### src/rtl/pwm_timer_pkg.sv
package pwm_timer_pkg;

  localparam int TMR_CNT_W    = 16;
  localparam int TMR_ADDR_W   = 5;
  localparam int TMR_NUM_CH   = 6;
  localparam int TMR_PS_W     = 3;

  localparam int ADR_CTRL     = 0;
  localparam int ADR_LIMIT    = 1;
  localparam int ADR_COUNT    = 2;
  localparam int ADR_THR_BASE = 8;
  localparam int ADR_MODE_BASE = 16;

  localparam int CTRL_RUN_LO  = 0;
  localparam int CTRL_EXP_LO  = 2;
  localparam int CTRL_WRAP_B  = 8;

  typedef enum logic [1:0] {
    RUN_STOP  = 2'b00,
    RUN_GO    = 2'b01,
    RUN_RSV_A = 2'b10,
    RUN_RSV_B = 2'b11
  } run_code_e;

  typedef enum logic [1:0] {
    OUT_OFF     = 2'b00,
    OUT_RSV_A   = 2'b01,
    OUT_EDGE_HI = 2'b10,
    OUT_RSV_B   = 2'b11
  } out_mode_e;

endpackage

### src/rtl/pwm_tick_div.sv
module pwm_tick_div #(
  parameter int PS_W = 3
) (
  input  logic            clk,
  input  logic            rst_n,
  input  logic            run,
  input  logic            restart,
  input  logic [PS_W-1:0] exp_sel,
  output logic            tick
);
  localparam int DIV_W = (1 << PS_W) - 1;

  logic [DIV_W-1:0] div_q, div_d, lim_c;

  always_comb begin
    lim_c = ~({DIV_W{1'b1}} << exp_sel);
    tick  = run && !restart && (div_q == lim_c);
    if (!run || restart || tick) div_d = '0;
    else                         div_d = div_q + 1'b1;
  end

  always_ff @(posedge clk or negedge rst_n) begin
    if (!rst_n) div_q <= '0;
    else        div_q <= div_d;
  end

  // with a divider above 1, ticks never occur on back-to-back cycles
  a_r3_tick_spacing: assert property (@(posedge clk) disable iff (!rst_n)
    (tick && exp_sel != '0 && $stable(exp_sel)) |=> !tick);

  // no tick while stopped
  a_r2_tick_needs_run: assert property (@(posedge clk) disable iff (!rst_n)
    tick |-> run);

endmodule

### src/rtl/pwm_count_core.sv
module pwm_count_core #(
  parameter int CNT_W = 16
) (
  input  logic             clk,
  input  logic             rst_n,
  input  logic             tick,
  input  logic             cnt_wr,
  input  logic             lim_wr,
  input  logic [CNT_W-1:0] lim_wdata,
  output logic [CNT_W-1:0] count,
  output logic [CNT_W-1:0] lim_shadow,
  output logic             wrap,
  output logic             new_period
);
  logic [CNT_W-1:0] cnt_q, cnt_d;
  logic [CNT_W-1:0] lsh_q, lsh_d;
  logic [CNT_W-1:0] lact_q, lact_d;

  always_comb begin
    wrap       = tick && !cnt_wr && (cnt_q == lact_q);
    new_period = wrap || cnt_wr;

    cnt_d = cnt_q;
    if (cnt_wr)    cnt_d = '0;
    else if (wrap) cnt_d = '0;
    else if (tick) cnt_d = cnt_q + 1'b1;

    lsh_d  = lim_wr ? lim_wdata : lsh_q;
    lact_d = new_period ? lsh_d : lact_q;
  end

  always_ff @(posedge clk or negedge rst_n) begin
    if (!rst_n) begin
      cnt_q  <= '0;
      lsh_q  <= '1;
      lact_q <= '1;
    end else begin
      cnt_q  <= cnt_d;
      lsh_q  <= lsh_d;
      lact_q <= lact_d;
    end
  end

  assign count      = cnt_q;
  assign lim_shadow = lsh_q;

  // the count never exceeds the active limit
  a_r1_count_in_range: assert property (@(posedge clk) disable iff (!rst_n)
    cnt_q <= lact_q);

  // without a tick or a count write the count holds
  a_r2_hold_when_idle: assert property (@(posedge clk) disable iff (!rst_n)
    (!tick && !cnt_wr) |=> $stable(cnt_q));

  // the active limit only moves at a period boundary
  a_r11_limit_at_boundary: assert property (@(posedge clk) disable iff (!rst_n)
    !new_period |=> $stable(lact_q));

endmodule

### src/rtl/pwm_out_chan.sv
module pwm_out_chan
  import pwm_timer_pkg::*;
#(
  parameter int CNT_W = 16
) (
  input  logic             clk,
  input  logic             rst_n,
  input  logic             thr_wr,
  input  logic             mode_wr,
  input  logic [CNT_W-1:0] wdata,
  input  logic             new_period,
  input  logic [CNT_W-1:0] count,
  output logic [CNT_W-1:0] thr_shadow,
  output logic [1:0]       mode,
  output logic             pwm
);
  logic [CNT_W-1:0] shd_q, shd_d;
  logic [CNT_W-1:0] act_q, act_d;
  logic             taken_q, taken_d;
  logic [1:0]       mode_q, mode_d;
  logic             accept;

  always_comb begin
    accept  = thr_wr && (!taken_q || new_period);
    shd_d   = accept ? wdata : shd_q;
    taken_d = accept || (taken_q && !new_period);
    act_d   = new_period ? shd_q : act_q;
    mode_d  = mode_wr ? wdata[1:0] : mode_q;
  end

  always_ff @(posedge clk or negedge rst_n) begin
    if (!rst_n) begin
      shd_q   <= '0;
      act_q   <= '0;
      taken_q <= 1'b0;
      mode_q  <= OUT_OFF;
    end else begin
      shd_q   <= shd_d;
      act_q   <= act_d;
      taken_q <= taken_d;
      mode_q  <= mode_d;
    end
  end

  assign pwm        = (mode_q == OUT_EDGE_HI) && (count < act_q);
  assign thr_shadow = shd_q;
  assign mode       = mode_q;

  // a second write in the same period leaves the shadow untouched
  a_r5_one_write_per_period: assert property (@(posedge clk) disable iff (!rst_n)
    (taken_q && thr_wr && !new_period) |=> $stable(shd_q));

  // the active threshold only changes at a period boundary
  a_r7_active_at_boundary: assert property (@(posedge clk) disable iff (!rst_n)
    !new_period |=> $stable(act_q));

endmodule

### src/rtl/pwm_timer_unit.sv
module pwm_timer_unit
  import pwm_timer_pkg::*;
#(
  parameter int CNT_W  = TMR_CNT_W,
  parameter int ADDR_W = TMR_ADDR_W,
  parameter int NUM_CH = TMR_NUM_CH,
  parameter int PS_W   = TMR_PS_W
) (
  input  logic              clk,
  input  logic              rst_n,
  input  logic              wr_en,
  input  logic [ADDR_W-1:0] wr_addr,
  input  logic [CNT_W-1:0]  wr_data,
  input  logic [ADDR_W-1:0] rd_addr,
  output logic [CNT_W-1:0]  rd_data,
  output logic [NUM_CH-1:0] pwm_out,
  output logic              ovf_flag
);
  localparam logic [ADDR_W-1:0] A_CTRL  = ADDR_W'(ADR_CTRL);
  localparam logic [ADDR_W-1:0] A_LIMIT = ADDR_W'(ADR_LIMIT);
  localparam logic [ADDR_W-1:0] A_COUNT = ADDR_W'(ADR_COUNT);

  logic [1:0]      run_q, run_d;
  logic [PS_W-1:0] exp_q, exp_d;
  logic            wrapf_q, wrapf_d;

  logic ctrl_wr, lim_wr, cnt_wr;
  logic tick, wrap, new_period;
  logic [CNT_W-1:0] count, lim_shadow;

  logic [CNT_W-1:0] thr_shadow [NUM_CH];
  logic [1:0]       ch_mode    [NUM_CH];

  always_comb begin
    ctrl_wr = wr_en && (wr_addr == A_CTRL);
    lim_wr  = wr_en && (wr_addr == A_LIMIT);
    cnt_wr  = wr_en && (wr_addr == A_COUNT);
  end

  // control register next state
  always_comb begin
    run_d   = run_q;
    exp_d   = exp_q;
    wrapf_d = wrapf_q;
    if (ctrl_wr) begin
      run_d = wr_data[CTRL_RUN_LO +: 2];
      if (run_q == RUN_STOP) exp_d = wr_data[CTRL_EXP_LO +: PS_W];
      if (wr_data[CTRL_WRAP_B]) wrapf_d = 1'b0;
    end
    if (wrap) wrapf_d = 1'b1;
  end

  always_ff @(posedge clk or negedge rst_n) begin
    if (!rst_n) begin
      run_q   <= RUN_STOP;
      exp_q   <= '0;
      wrapf_q <= 1'b0;
    end else begin
      run_q   <= run_d;
      exp_q   <= exp_d;
      wrapf_q <= wrapf_d;
    end
  end

  pwm_tick_div #(.PS_W(PS_W)) u_div (
    .clk     (clk),
    .rst_n   (rst_n),
    .run     (run_q == RUN_GO),
    .restart (cnt_wr),
    .exp_sel (exp_q),
    .tick    (tick)
  );

  pwm_count_core #(.CNT_W(CNT_W)) u_core (
    .clk        (clk),
    .rst_n      (rst_n),
    .tick       (tick),
    .cnt_wr     (cnt_wr),
    .lim_wr     (lim_wr),
    .lim_wdata  (wr_data),
    .count      (count),
    .lim_shadow (lim_shadow),
    .wrap       (wrap),
    .new_period (new_period)
  );

  for (genvar i = 0; i < NUM_CH; i++) begin : g_ch
    logic thr_wr_i, mode_wr_i;
    assign thr_wr_i  = wr_en && (wr_addr == ADDR_W'(ADR_THR_BASE + i));
    assign mode_wr_i = wr_en && (wr_addr == ADDR_W'(ADR_MODE_BASE + i));

    pwm_out_chan #(.CNT_W(CNT_W)) u_chan (
      .clk        (clk),
      .rst_n      (rst_n),
      .thr_wr     (thr_wr_i),
      .mode_wr    (mode_wr_i),
      .wdata      (wr_data),
      .new_period (new_period),
      .count      (count),
      .thr_shadow (thr_shadow[i]),
      .mode       (ch_mode[i]),
      .pwm        (pwm_out[i])
    );
  end

  // read mux
  always_comb begin
    rd_data = '0;
    if (rd_addr == A_CTRL) begin
      rd_data[CTRL_RUN_LO +: 2]    = run_q;
      rd_data[CTRL_EXP_LO +: PS_W] = exp_q;
      rd_data[CTRL_WRAP_B]         = wrapf_q;
    end else if (rd_addr == A_LIMIT) begin
      rd_data = lim_shadow;
    end else if (rd_addr == A_COUNT) begin
      rd_data = count;
    end else begin
      for (int i = 0; i < NUM_CH; i++) begin
        if (rd_addr == ADDR_W'(ADR_THR_BASE + i))  rd_data = thr_shadow[i];
        if (rd_addr == ADDR_W'(ADR_MODE_BASE + i)) rd_data[1:0] = ch_mode[i];
      end
    end
  end

  assign ovf_flag = wrapf_q;

  // the exponent only changes after a write made while stopped
  a_r4_exp_locked: assert property (@(posedge clk) disable iff (!rst_n)
    !$stable(exp_q) |-> $past(run_q == RUN_STOP && ctrl_wr));

  // a wrap always leaves the flag set
  a_r10_wrap_sets_flag: assert property (@(posedge clk) disable iff (!rst_n)
    wrap |=> wrapf_q);

  // the flag only falls after a clearing control write
  a_r10_clear_by_write: assert property (@(posedge clk) disable iff (!rst_n)
    $fell(wrapf_q) |-> $past(ctrl_wr && wr_data[CTRL_WRAP_B]));

endmodule

### config.mk
export PLATFORM = sky130hd
export DESIGN_NAME = pwm_timer_unit
export DESIGN_NICKNAME = d
export VERILOG_FILES = /design/src/rtl/pwm_timer_pkg.sv /design/src/rtl/pwm_tick_div.sv /design/src/rtl/pwm_count_core.sv /design/src/rtl/pwm_out_chan.sv /design/src/rtl/pwm_timer_unit.sv
export SDC_FILE = /design/constraint.sdc
export NUM_CORES = 1
export LEC_CHECK = 0
export BUFFER_PORTS_ARGS = -buffer_cell sky130_fd_sc_hd__buf_2
export CAP_MARGIN = 20
export CORE_MARGIN = 2
export CORE_UTILIZATION = 45
export CTS_CLUSTER_DIAMETER = 80
export DETAILED_ROUTE_END_ITERATION = 8
export PLACE_DENSITY_LB_ADDON = 0.1
export SYNTH_ARGS = -nofsm -noshare
export SYNTH_HDL_FRONTEND = slang
export SYNTH_SLANG_ARGS = --single-unit
### constraint.sdc
create_clock -name clk -period 6.5 [get_ports clk]
set_input_delay 1.3 -clock clk [delete_from_list [all_inputs] [get_ports clk]]
set_output_delay 1.3 -clock clk [all_outputs]
set_load 0.02 [all_outputs]
==> out/metrics.cfg, run 1 <==
[clock_network]
cts_buffers=31
cts_resized=0
clock_latency_ps=570
cts.sinks=271
cts_max_path_buffers=3
htreeDepth=1
clkTransAtPathRegs_ps=50
cts_hold_buf=0
tritoncts=yes
cts_root_buf=clkbuf_16
postCtsSetupBuffers=0

[timing]
skew_ps=16.39
hold_viol=0
slew_headroom=0.3975
worstMarginPinSlew_ps=903.7
fmax_mhz=198.1
slew_viol_final=0
min_period_over_period=0.7765
finalSetupViolations=0
period_minus_slack_ps=5048
tns_ps=0
grt_setup_unrepaired=false
fin_ws_ps=1452

[setup_path]
arrival_ps=3750
crit_family=buffers and inverters
crit_chain=buf_2 > clkinv_1 > nor3b_1 > a21oi_1 > a221o_1 > a222oi_1 > buf_2
path_class=input port to primary output
critPathBufInv=3
end_kind=primary output
cp_slowest_cell=buf_2
cp.required_ps=5200
startpoint_type=input port
critPathMostFrequentCell=buf_2
max_stage_delay_ps=550
critPathMaxFanout=30

[floorplan]
die_h_um=182.0
die_w_um=182.0
die-area_mm2=0.03311
core_mm2=0.03139
fp-row-count=65
ios=52
initial_core_util=0.4539

[layout]
drive_gt1_frac=0.2013
antenna_cells=0
multiInputGateArea_mm2=0.006618
areaGrowthSynthToFinish_pct=10.76
fillers=2893
nNetsFinal=1483
register_area_mm2=0.006822

[synthesis]
post-synth-top-area-cell=dfrtp_1
synth_cell_type_count=64
synthCells=1338
synth_edf_count=0
synth_area_leaders=dfrtp_1 42%, mux2_2 9.6%, ha_1 8.1%, dfstp_2 5.9%, o21ai_0 5.1%
yosys_warnings=0
synth_xor_xnor_area_share=0.02090
synth_compound_area_frac=0.1204
synth-simple-area-share=0.1021
synth_fp_nets=1459
synth_flop_cell=dfrtp_1
syn_area_per_cell_um2=10.65
synth_fa_ha_area_frac=0.08078
synth_top_family_by_area=multiplexers
synthesis.area_mm2=0.01425
synth_top_area_frac=0.4197
synth_seq_area_share=0.4787
synth_mux_area_frac=0.1398
ys_ff_latch=271
async_flop_share=1.000

[place]
routabilityCongestion=0.8642
place_ws_ps=1457
dp_hpwl_um=28160
portBuffers=51

[grt]
grt_overflow=0
grt_pass1_vias=10260
grt_pass1_wl_um=62360
antenna_found_initial=4
grt_usage=0.2459
grt_max_degree=195

[pwr]
power_density_mw_per_mm2=368.7
ir_drop_mv=0.2631
p_leak_uw=0.007512

[route]
wirelength_um=39530
num_vias=10180
routedWlPerCell_um=22.11
drt_drc_violations_left=0
ant_nets=0
dr.pass1.iters=6
vias_per_cell=5.696
drtIter0Drc=738

[min_path]
hold_class=register to register

[flow_run]
maxCapViolCount=0

[status]
run_status=finished, final reports clean

## cells in the final DEF (no fill, tap or decap), drive strengths merged, types with 19 or more instances in the layout
cell type  count
nor2          41
clkbuf        46
xor2          19
a222oi        21
mux2         152
nand2        148
nand4         20
buf           67
o21ai        145
inv          109
mux2i         19
a21oi         32
ha            92
dfrtp        239
nor4          22
dfstp         32
## metrics by stage
step / util / area (um^2) / power, uW / hold WS (ps) / std cells
finish: 0.5028 / 15780 / 5818 / 506.7 / 1788
global route: 0.5028 / 15780 / 6223 / 527.6 / 1788
CTS: 0.5028 / 15780 / 5880 / 509.1 / 1788
detailed placement: 0.4698 / 14750 / 4073 / 494.2 / 1731
global placement: 0.4698 / 14750 / 4028 / 491.0 / 1731
floorplan: - / 14250 / 3526 / 459.1 / 1338
## registers in the layout (all words and copies together) (netlist names)
signal / cells
exp_q: 3
g_ch.u_chan.act_q: 96
g_ch.u_chan.mode: 12
g_ch.u_chan.taken_q: 6
g_ch.u_chan.thr_shadow: 96
ovf_flag: 1
run_q: 2
u_core.count: 16
u_core.lact_q: 16
u_core.lim_shadow: 16
u_div.div_q: 7
## final cells by class
type | count | area share
flip-flops and latches | 271 | 0.4322
repair buffers | 67 | 0.02521
well taps | 402 | 0.03187
multi-input cells | 882 | 0.4193
inverters | 109 | 0.02592
clock inverters | 11 | 0.01023
clock buffers | 46 | 0.05526
## worst reg2reg max path, stage by stage (launching register included)
cell,delay [ps]
dfrtp_1,810
xor2_1,270
nor4_1,330
nand4_1,340
o31ai_4,350
buf_4,400
buf_12,510
mux2_2,650
## worst paths after layout
check                                                   from                      endpoint  slack [ps]  cells after the start
min in group asynchronous                              rst_n  g_ch[0].u_chan.thr_shadow[2]         700                      1
worst max register to register               u_core.count[4]       g_ch[0].u_chan.act_q[0]        2730                      7
worst min register to register  g_ch[2].u_chan.thr_shadow[2]       g_ch[2].u_chan.act_q[2]         510                      2
max in group asynchronous                              rst_n      g_ch[4].u_chan.act_q[13]        4390                      2
worst max-delay path                              rd_addr[0]                    rd_data[0]        1450                      7
worst min-delay path            g_ch[2].u_chan.thr_shadow[2]       g_ch[2].u_chan.act_q[2]         510                      2
## cell usage after synthesis, types with 15 or more instances
library cell  number
buf_2             17
mux2i_1           19
dfrtp_1          239
a222oi_1          21
nand4_1           20
xnor2_1           15
mux2_2           122
xor2_1            19
nor4_1            22
ha_1              92
o21ai_0          144
clkbuf_1          35
nand2_1          148
a21o_1            17
buf_4             16
nor2_1            41
a21oi_1           32
inv_1            107
dfstp_2           32
mux2_1            30
nor2b_1           17
## report_power, final
group | switching (uW) | internal [uW]
Combinational | 812 | 604
Sequential | 361 | 2260
Clock | 704 | 1080
Total | 1880 | 3940
## cells by family (layout without fill, tap and decap cells)
logic type               count (synthesis)  count (layout)
adder cells (fa/ha/maj)                 92              92
AND/OR/NAND/NOR                        309             309
AO/OA/AOI/OAI                          272             272
XOR/XNOR                                34              34
multiplexers                           175             175
flip-flops                             271             271
buffers and inverters                  185             233
## routing by layer
layer  up-vias  track usage  share of wire
met1      5094       0.3532           0.47
met4         0      0.05129          0.021
met3        58      0.02988          0.045
li1       4795            -              -
met5         -            0              0
met2       237       0.4028           0.47
Note: power is estimated with default switching activity, not from simulation.
==> run 2, diff against run 1 <==
--- a/config.mk
+++ b/config.mk
@@ -5,6 +5,7 @@
 export SDC_FILE = /design/constraint.sdc
 export NUM_CORES = 1
 export LEC_CHECK = 0
+export ABC_AREA = 1
 export BUFFER_PORTS_ARGS = -buffer_cell sky130_fd_sc_hd__buf_2
 export CAP_MARGIN = 20
 export CORE_MARGIN = 2
==> constraint.sdc (replaced) <==
create_clock -name clk -period 4.95 [get_ports clk]
set_input_delay 0.99 -clock clk [delete_from_list [all_inputs] [get_ports clk]]
set_output_delay 0.99 -clock clk [all_outputs]
set_load 0.02 [all_outputs]
==> run 2 against run 1 <==
Non-clock buffer count is 17 higher; combinational power is 15% lower; sequential power is 17% higher; synthesized cell count is 35% higher; total power is 16% higher; wire length is 28% higher; final cell count is 29% higher; global-route usage is 6.3 points higher; register-to-register slack worse by 1200 ps; critical path type is now register to primary output; critical endpoint is now pwm_out[3].
==> out/metrics.cfg, run 2 <==
[status]
run_status=finished, final reports clean

[place]
routabilityCongestion=0.9063
dp.cells=2255
dp_hpwl_um=36270
portBuffers=51
dpl_cell_area_mm2=0.01529

[floorplan]
die_w_um=184.3
core_mm2=0.03229
initial_core_util=0.4531
die-area_mm2=0.03397
ios=52
die_h_um=184.3
fp-row-count=66

[layout]
final_common_cell=nand2_1
antenna_cells=0
mostFrequentLayoutCells=545 x nand2_1, 239 x dfrtp_1, 206 x inv_1
stdcell_count=2312
finalInstanceArea_mm2=0.01641
fillers=3185
areaGrowthSynthToFinish_pct=12.17
nNetsFinal=1970
drive_gt1_frac=0.1070

[synthesis]
synth_common_cells=545 x nand2_1, 239 x dfrtp_1, 206 x inv_1
synth_area_leaders=dfrtp_1 41%, nand2_1 14%, ha_1 7.9%, o21ai_0 6.0%, dfstp_2 5.7%
async_flop_share=1.000
syn_area_per_cell_um2=8.114
synth_cell_type_count=39
synth_fa_ha_area_frac=0.07868
synth_edf_count=0
synth_top_family_by_area=simple AND/OR/NAND/NOR gates
ys_ff_latch=271
post-synth-top-area-cell=dfrtp_1
synth_mux_area_frac=0.006927
synth_flop_cell=dfrtp_1
synthesis.area_mm2=0.01463
synth-simple-area-share=0.2478
synth_compound_area_frac=0.1007
synth_top_area_frac=0.4088
yosysMostFrequentCell=nand2_1
synth_xor_xnor_area_share=0.01497
synthCells=1803
synth_fp_nets=1924
synth_seq_area_share=0.4663
yosys_warnings=0

[grt]
grt_max_degree=115
grt_pass1_wl_um=76990
grt_overflow=0
antenna_found_initial=1
grt_pass1_vias=12210
grt_usage=0.3084

[pwr]
power_density_mw_per_mm2=412.1
ir_drop_mv=0.2216
p_leak_uw=0.008391
p_total_uw=6763

[setup_path]
rr_startpoint=u_core.count[8]
cp_slowest_cell=dfrtp_1
crit_chain=ha_1 > a21oi_1 > o21ai_0 > a2111oi_0 > nand2_1 > nor3_1 > buf_2
critPathMaxFanout=9
max_stage_delay_ps=760
worstSetupStartpoint=u_core.count[8]
startpoint_type=register
end_kind=primary output
cp.required_ps=3960
critPathBufInv=1
path_class=register to primary output
crit_family=flip-flops
arrival_ps=3230

[route]
dr.max_layer_used=met5
drt_drc_violations_left=0
num_vias=12680
drtIter0Drc=1402
wirelength_um=50510
wl_met1_um=23080
met2_length_um=21510
wl_met3_um=3956
dr.pass1.iters=5
vias_per_cell=5.484
routedWlPerCell_um=21.85
ant_nets=0

[timing]
slew_headroom=0.3410
period_minus_slack_ps=4221
fmax_mhz=236.9
worstMarginPinSlew_ps=988.5
tns_ps=0
finalSetupViolations=0
min_period_over_period=0.8527
slew_viol_final=0
grt_setup_unrepaired=false
skew_ps=19.78
hold_viol=0

[clock_network]
cts.sinks=271
cts_buffers=34
clock_latency_ps=520
cts_root_buf=clkbuf_16
htreeDepth=2
postCtsSetupBuffers=0
cts_max_path_buffers=3
cts_resized=0
clkTransAtPathRegs_ps=60
tritoncts=yes
cts_hold_buf=0

[min_path]
hold_class=register to register
hp-start=u_core.lact_q[10]

[flow_run]
maxCapViolCount=0

## run 2: through the flow
stage                     hold slack [ps]  setup WS, ps  utilization
after detailed placement            460.9         811.5       0.4737
after global placement              456.2         850.2       0.4737
final                               468.9         728.9       0.5083
after CTS                           470.7         758.7       0.5083
after global routing                479.5         475.6       0.5083
after floorplan                     436.4          1317            -
## run 2: final timing paths
check                                          endpoint  slack (ps)  depth (start not counted)
setup / recovery                             pwm_out[3]         730                          7
hold / removal                        u_core.lact_q[10]         470                          2
setup reg to reg           g_ch[5].u_chan.thr_shadow[6]        1490                          9
hold reg to reg                       u_core.lact_q[10]         470                          2
max in group asynchronous  g_ch[0].u_chan.thr_shadow[5]        3380                          2
min in group asynchronous                      exp_q[2]         520                          1
## run 2: worst reg2reg max path, delay by kind of cell, from the launching register on
family / cells / cell delay, ps
DFF: 1 / 990
and+or+nand+nor: 7 / 1930
buffers and inverters: 1 / 300
xor gates and xnor gates: 1 / 120
## run 2: cell families (layout without fill, tap and decap cells)
kind of cell,after synthesis,after routing
xor gates and xnor gates,25,25
DFF,271,271
AOI/OAI and AO/OA,275,275
muxes,9,9
adders and majority gates,92,92
buffers and inverters,285,352
and+or+nand+nor,846,846
## run 2: cell type report
type | instances | area (um^2) | share of cell area
clock inverter | 9 | 100.1 | 0.006099
timing repair buffer | 84 | 538.0 | 0.03278
sequential | 271 | 6822 | 0.4157
inverter | 211 | 792.0 | 0.04826
tap | 442 | 553.0 | 0.03370
clock buffer | 48 | 1017 | 0.06199
multi-input combinational | 1247 | 6589 | 0.4015
## run 2: power breakdown
group,total (uW),internal [uW],switching (uW)
combinational,1210,402,806
sequential,3060,2680,372
clock,2500,1530,968
## run 2: layer usage
layer,track usage,up-vias
met5,0,-
met4,0.1123,2
met3,0.06323,94
met2,0.4501,452
met1,0.4513,6139
li1,-,5993
